`config.mk`:
```
export PLATFORM = sky130hd
export DESIGN_NAME = latched_counter64
export DESIGN_NICKNAME = d
export VERILOG_FILES = /design/src/rtl/latch_cnt_pkg.sv /design/src/rtl/tick_counter.sv /design/src/rtl/snap_capture.sv /design/src/rtl/snap_read_mux.sv /design/src/rtl/latched_counter64.sv
export SDC_FILE = /design/constraint.sdc
export NUM_CORES = 1
export LEC_CHECK = 0
export BUFFER_PORTS_ARGS = -buffer_cell sky130_fd_sc_hd__buf_2
export CORE_MARGIN = 2
export CORE_UTILIZATION = 30
export DETAILED_ROUTE_END_ITERATION = 16
export GPL_TIMING_DRIVEN = 0
export PLACE_DENSITY = 0.45
export SLEW_MARGIN = 0
export SYNTH_ARGS = -nofsm -noshare
export SYNTH_HDL_FRONTEND = slang
export SYNTH_HIERARCHICAL = 1
export SYNTH_SLANG_ARGS = --single-unit
```
`constraint.sdc`:
```
create_clock -name clk -period 2.3 [get_ports clk]
set_clock_uncertainty 0.05 [all_clocks]
set_input_delay 0.46 -clock clk [delete_from_list [all_inputs] [get_ports clk]]
set_output_delay 0.46 -clock clk [all_outputs]
set_load 0.02 [all_outputs]
```
`src/rtl/latch_cnt_pkg.sv`:
```
package latch_cnt_pkg;
  localparam int unsigned OFS_CTRL    = 32'hA0;
  localparam int unsigned OFS_SNAP0   = 32'hA4;
  localparam int unsigned WORD_STRIDE = 4;
  localparam int unsigned REQ_BIT     = 1;
endpackage

```
`src/rtl/tick_counter.sv`:
```
module tick_counter #(
  parameter int unsigned CNT_W = 64
) (
  input  logic             clk,
  input  logic             rst_n,
  input  logic             tick_en,
  output logic [CNT_W-1:0] count_o
);
  logic [CNT_W-1:0] cnt_q, cnt_d;

  always_comb begin
    cnt_d = cnt_q;
    if (tick_en) cnt_d = cnt_q + CNT_W'(1);
  end

  always_ff @(posedge clk or negedge rst_n) begin
    if (!rst_n) cnt_q <= '0;
    else        cnt_q <= cnt_d;
  end

  assign count_o = cnt_q;


  cnt_step_chk: assert property (@(posedge clk) disable iff (!rst_n)
    tick_en |=> (cnt_q == $past(cnt_q) + CNT_W'(1)));

  cnt_hold_chk: assert property (@(posedge clk) disable iff (!rst_n)
    !tick_en |=> $stable(cnt_q));
endmodule

```
`src/rtl/snap_capture.sv`:
```
module snap_capture #(
  parameter int unsigned CNT_W   = 64,
  parameter int unsigned CAP_LAT = 2
) (
  input  logic             clk,
  input  logic             rst_n,
  input  logic             req_wr,
  input  logic [CNT_W-1:0] live_cnt,
  output logic             pend_o,
  output logic [CNT_W-1:0] shadow_o
);
  localparam int unsigned DLY_W = (CAP_LAT < 2) ? 1 : $clog2(CAP_LAT + 1);

  logic             pend_q, pend_d;
  logic [DLY_W-1:0] dly_q, dly_d;
  logic [CNT_W-1:0] shd_q, shd_d;
  logic             cap_now;

  assign cap_now = pend_q && (dly_q == DLY_W'(CAP_LAT - 1));

  always_comb begin
    pend_d = pend_q;
    dly_d  = dly_q;
    shd_d  = shd_q;
    if (!pend_q) begin
      if (req_wr) begin
        pend_d = 1'b1;
        dly_d  = '0;
      end
    end else if (cap_now) begin
      pend_d = 1'b0;
      dly_d  = '0;
      shd_d  = live_cnt;
    end else begin
      dly_d = dly_q + DLY_W'(1);
    end
  end

  always_ff @(posedge clk or negedge rst_n) begin
    if (!rst_n) begin
      pend_q <= 1'b0;
      dly_q  <= '0;
      shd_q  <= '0;
    end else begin
      pend_q <= pend_d;
      dly_q  <= dly_d;
      shd_q  <= shd_d;
    end
  end

  assign pend_o   = pend_q;
  assign shadow_o = shd_q;

  logic [DLY_W:0] age_q;
  always_ff @(posedge clk or negedge rst_n) begin
    if (!rst_n)      age_q <= '0;
    else if (pend_q) age_q <= age_q + (DLY_W+1)'(1);
    else             age_q <= '0;
  end


  req_set_chk: assert property (@(posedge clk) disable iff (!rst_n)
    (req_wr && !pend_q) |=> pend_q);

  req_lat_chk: assert property (@(posedge clk) disable iff (!rst_n)
    $fell(pend_q) |-> (age_q == (DLY_W+1)'(CAP_LAT)));

  req_bound_chk: assert property (@(posedge clk) disable iff (!rst_n)
    pend_q |-> (age_q < (DLY_W+1)'(CAP_LAT)));

  shadow_val_chk: assert property (@(posedge clk) disable iff (!rst_n)
    $fell(pend_q) |-> (shd_q == $past(live_cnt)));

  shadow_hold_chk: assert property (@(posedge clk) disable iff (!rst_n)
    !pend_q |=> $stable(shd_q));
endmodule

```
`src/rtl/snap_read_mux.sv`:
```
module snap_read_mux
  import latch_cnt_pkg::*;
#(
  parameter int unsigned CNT_W  = 64,
  parameter int unsigned BUS_W  = 32,
  parameter int unsigned ADDR_W = 8
) (
  input  logic [ADDR_W-1:0] addr,
  input  logic              pend,
  input  logic [CNT_W-1:0]  shadow,
  output logic [BUS_W-1:0]  rdata
);
  localparam int unsigned N_WORDS = CNT_W / BUS_W;

  logic [N_WORDS-1:0] word_hit;

  genvar gi;
  generate
    for (gi = 0; gi < N_WORDS; gi++) begin : g_hit
      assign word_hit[gi] = (addr == ADDR_W'(OFS_SNAP0 + WORD_STRIDE * gi));
    end
  endgenerate

  always_comb begin
    rdata = '0;
    if (addr == ADDR_W'(OFS_CTRL)) rdata[REQ_BIT] = pend;
    for (int i = 0; i < N_WORDS; i++) begin
      if (word_hit[i]) rdata = shadow[i*BUS_W +: BUS_W];
    end
  end


  always_comb begin
    if (!(word_hit != '0) && addr != ADDR_W'(OFS_CTRL))
      unmapped_zero_chk: assert (rdata == '0);
  end
endmodule

```
`src/rtl/latched_counter64.sv`:
```
module latched_counter64
  import latch_cnt_pkg::*;
#(
  parameter int unsigned CNT_W   = 64,
  parameter int unsigned BUS_W   = 32,
  parameter int unsigned ADDR_W  = 8,
  parameter int unsigned CAP_LAT = 2
) (
  input  logic              clk,
  input  logic              rst_n,
  input  logic              tick_en,
  input  logic              bus_wr,
  input  logic [ADDR_W-1:0] bus_addr,
  input  logic [BUS_W-1:0]  bus_wdata,
  output logic [BUS_W-1:0]  bus_rdata
);
  logic [CNT_W-1:0] live_cnt;
  logic [CNT_W-1:0] shadow;
  logic             pend;
  logic             req_wr;

  assign req_wr = bus_wr && (bus_addr == ADDR_W'(OFS_CTRL)) && bus_wdata[REQ_BIT];

  tick_counter #(.CNT_W(CNT_W)) u_cnt (
    .clk     (clk),
    .rst_n   (rst_n),
    .tick_en (tick_en),
    .count_o (live_cnt)
  );

  snap_capture #(.CNT_W(CNT_W), .CAP_LAT(CAP_LAT)) u_cap (
    .clk      (clk),
    .rst_n    (rst_n),
    .req_wr   (req_wr),
    .live_cnt (live_cnt),
    .pend_o   (pend),
    .shadow_o (shadow)
  );

  snap_read_mux #(.CNT_W(CNT_W), .BUS_W(BUS_W), .ADDR_W(ADDR_W)) u_rd (
    .addr   (bus_addr),
    .pend   (pend),
    .shadow (shadow),
    .rdata  (bus_rdata)
  );


  ignored_wr_chk: assert property (@(posedge clk) disable iff (!rst_n)
    (bus_wr && !req_wr && !pend) |=> !pend);
endmodule

```
==> results.toml <==
[run_status]
status = "finished, final reports clean"

[detailed_routing]
drcViolationCount = 0
drt_iter0_markers = 261
dr_total_vias = 4128
post_drt_wl_per_cell_microns = 18.0
finalWirelength_microns = 15600
routed_via_density = 4.76
drtAntennaViolNets = 0
dr.pass1.iters = 4

[worst_setup_path]
path_cells = "buf_2 > nor2b_1 > buf_2 > buf_2 > a22oi_1 > nor2_1 > buf_2"
required_ns = 1.79
crit_arrival_ns = 1.67
cp_max_fo = 10
start_kind = "primary input"
worstSetupPathType = "primary input to output port"
rr_startpoint = "u_cnt/count_o[19]"
end_kind = "output port"
crit_path_start = "bus_addr[2]"
crit_top_cell = "buf_2"
slowest_delay_ns = 0.30
slowest_stage = "buf_2"

[clocking]
clock-sinks = 131
cts_tree = "yes"
numCtsBuffers = 17
clockRootBuffer = "clkbuf_16"
clk_pin_slew_ns = 0.06
worst_skew_pair.late_latency_ns = 0.42
clockBufferDepth = 2
htree_levels = 4

[logic_synthesis]
synthSimpleGateAreaFrac_pct = 18.0
synth_nets = 557
synth-compound-area-share_pct = 3.86
synth.avg_cell_area_sq_um = 12.4
synth_edf_count = 0
ys_types = 41
synth_area_sq_um = 6360
synthAdderAreaFrac_pct = 0.197
yosys_warnings = 6
synth-async-reset-ratio_pct = 100
yosysSeqAreaShare_pct = 51.6
synthMuxAreaShare_pct = 14.9
ys_ff_latch = 131
synth_top_family_by_area = "simple AND/OR/NAND/NOR gates"
synthXorXnorAreaFrac_pct = 8.68
synth_ff_type = "dfrtp_1"
netlist_instances = 512

[die]
dieArea_sq_um = 22400
start_util_pct = 30.4
fp.dieW_microns = 150
core_region_area_sq_um = 20900
io-pin-count = 76
die_y_microns = 150
row_count = 53

[final_layout]
final_util_pct = 36.5
fill_cells = 2043
area.growth.synth_to_final_pct = 19.8
antennaDiodeCount = 0
nNetsFinal = 624
drive_gt1_share_pct = 34.5

[grt]
grt_max_degree = 88
grt.overflow.total = 0
grt_first_pass_wirelength_microns = 25100
grt_antenna_before_repair = 0
grt_usage_pct = 15.0
grt_pass1_vias = 4365

[power]
power_density_nw_per_um2 = 779
p_leak_nw = 3.67
vdd.ir_drop.worst_uv = 491

[sta]
setup_viol = 0
max_freq_ghz = 0.458
hold_viol = 0
rsz0062_at_grt = "no"
period_share_pct = 95.0
final_max_slew_viol_count = 0
fin_crit_ns = 2.18
relSlewSlack_pct = 54.6
worst_pin_slew_ns = 0.676
setup_tns_ns = 0

[placed_design]
globalplace.congestion = 0.782
dp_hpwl_microns = 11200
io_buffers = 44

[job]
drv_cap = 0

[hold_path]
min_from = "tick_en"
hold_path_class = "primary input to flip-flop"
## flip-flops by register name, indices dropped and copies added, names as in the netlist
name	cells
u_cap/dly_q	2
u_cap/pend_o	1
u_cnt/count_o	64
u_cap/shadow_o	64
## power breakdown
| part | internal (mW) | switching (mW) |
|---|---|---|
| Combinational | 0.255 | 0.231 |
| Clock | 1.76 | 1.04 |
| Sequential | 2.47 | 0.182 |
| Total | 4.48 | 1.45 |
## per-stage QoR
stage | cell area (sq um) | power [mW] | worst slack (ns) | hold WS, ns | instances
floorplan | 6360 | 2.97 | 0.443 | 0.114 | 512
global placement | 6920 | 3.15 | -1.13 | 0.406 | 831
detailed placement | 6960 | 3.18 | 0.0190 | 0.369 | 832
CTS | 7580 | 6.02 | 0.0485 | 0.248 | 865
global route | 7610 | 6.19 | 0.00892 | 0.263 | 867
finish | 7610 | 5.93 | 0.116 | 0.272 | 867
## critical path: cells and delay by family
family	cells	cell delay, ns
compound gates	1	0.12
simple gates	2	0.31
buf+inv	4	0.77
## per-layer routing
layer	track usage (%)	up-vias	wire length, microns
li1	-	1953	-
met1	21.4	2074	7960
met2	22.0	81	6730
met3	3.90	20	608
met4	5.05	0	316
met5	0	-	0
## cell type report
type                       count  area [sq um]  area share, %
sequential                   131          3280           43.0
multi-input combinational    353          2920           38.4
clock buffer                  19           453           5.95
tap                          275           344           4.52
timing repair buffer          48           279           3.66
clock inverter                13           158           2.07
buffer                        17           141           1.86
inverter                      11          41.3          0.542
## placed cells by master (no fill, tap or decap), drive strengths merged, types with 2 or more instances in the layout
cell type / synthesis / final
clkbuf: 0 / 19
or2: 3 / 3
xor2: 35 / 35
bufinv: 0 / 3
and4: 3 / 3
dfrtp: 131 / 131
nand4: 23 / 23
and2: 3 / 3
buf: 17 / 64
nand3: 23 / 23
clkinvlp: 0 / 4
clkinv: 0 / 5
nor3: 22 / 22
inv: 11 / 12
a22oi: 31 / 31
mux2i: 3 / 3
mux2: 65 / 65
nand2: 30 / 30
and3: 2 / 2
nand3b: 2 / 2
xnor2: 28 / 28
nor4: 12 / 12
nor2: 57 / 57
## cell families after synthesis
group	count (synthesis)
adders and majority gates	1
DFF	131
muxes	68
AOI/OAI and AO/OA	33
and+or+nand+nor	188
xor gates and xnor gates	63
buffers and inverters	28
## timing repair
item,in CTS,in global routing
hold buffers,1,0
setup buffers,0,2
hold endpoints to repair,44,0
endpoints found under the setup margin,1,7
pin swaps,0,1
gates resized for setup,1,3
## synth_stat cells (8+ instances only)
master,n,area share (%)
nand4_1,17,1.7
nor3_1,18,1.4
mux2_4,49,12
xnor2_1,28,3.9
xor2_1,35,4.8
nand2_1,29,1.7
nor2_2,11,1.1
a22oi_1,31,3.7
mux2_2,16,2.8
nor2_1,46,2.7
inv_1,11,0.65
buf_2,8,0.63
buf_6,9,1.6
dfrtp_1,131,52
nand3_1,20,1.6
## worst paths after layout
kind / endpoint / slack [ns] / cells past startpoint
max in group asynchronous: u_cap/shadow_o[18] / 0.94 / 3
worst max-delay path: bus_rdata[14] / 0.12 / 7
worst min register to register: u_cnt/count_o[63] / 0.42 / 1
worst min-delay path: u_cnt/count_o[0] / 0.27 / 2
min in group asynchronous: u_cap/dly_q[1] / 0.49 / 2
worst max register to register: u_cnt/count_o[38] / 0.15 / 5
Note: power is estimated with default switching activity, not from simulation.
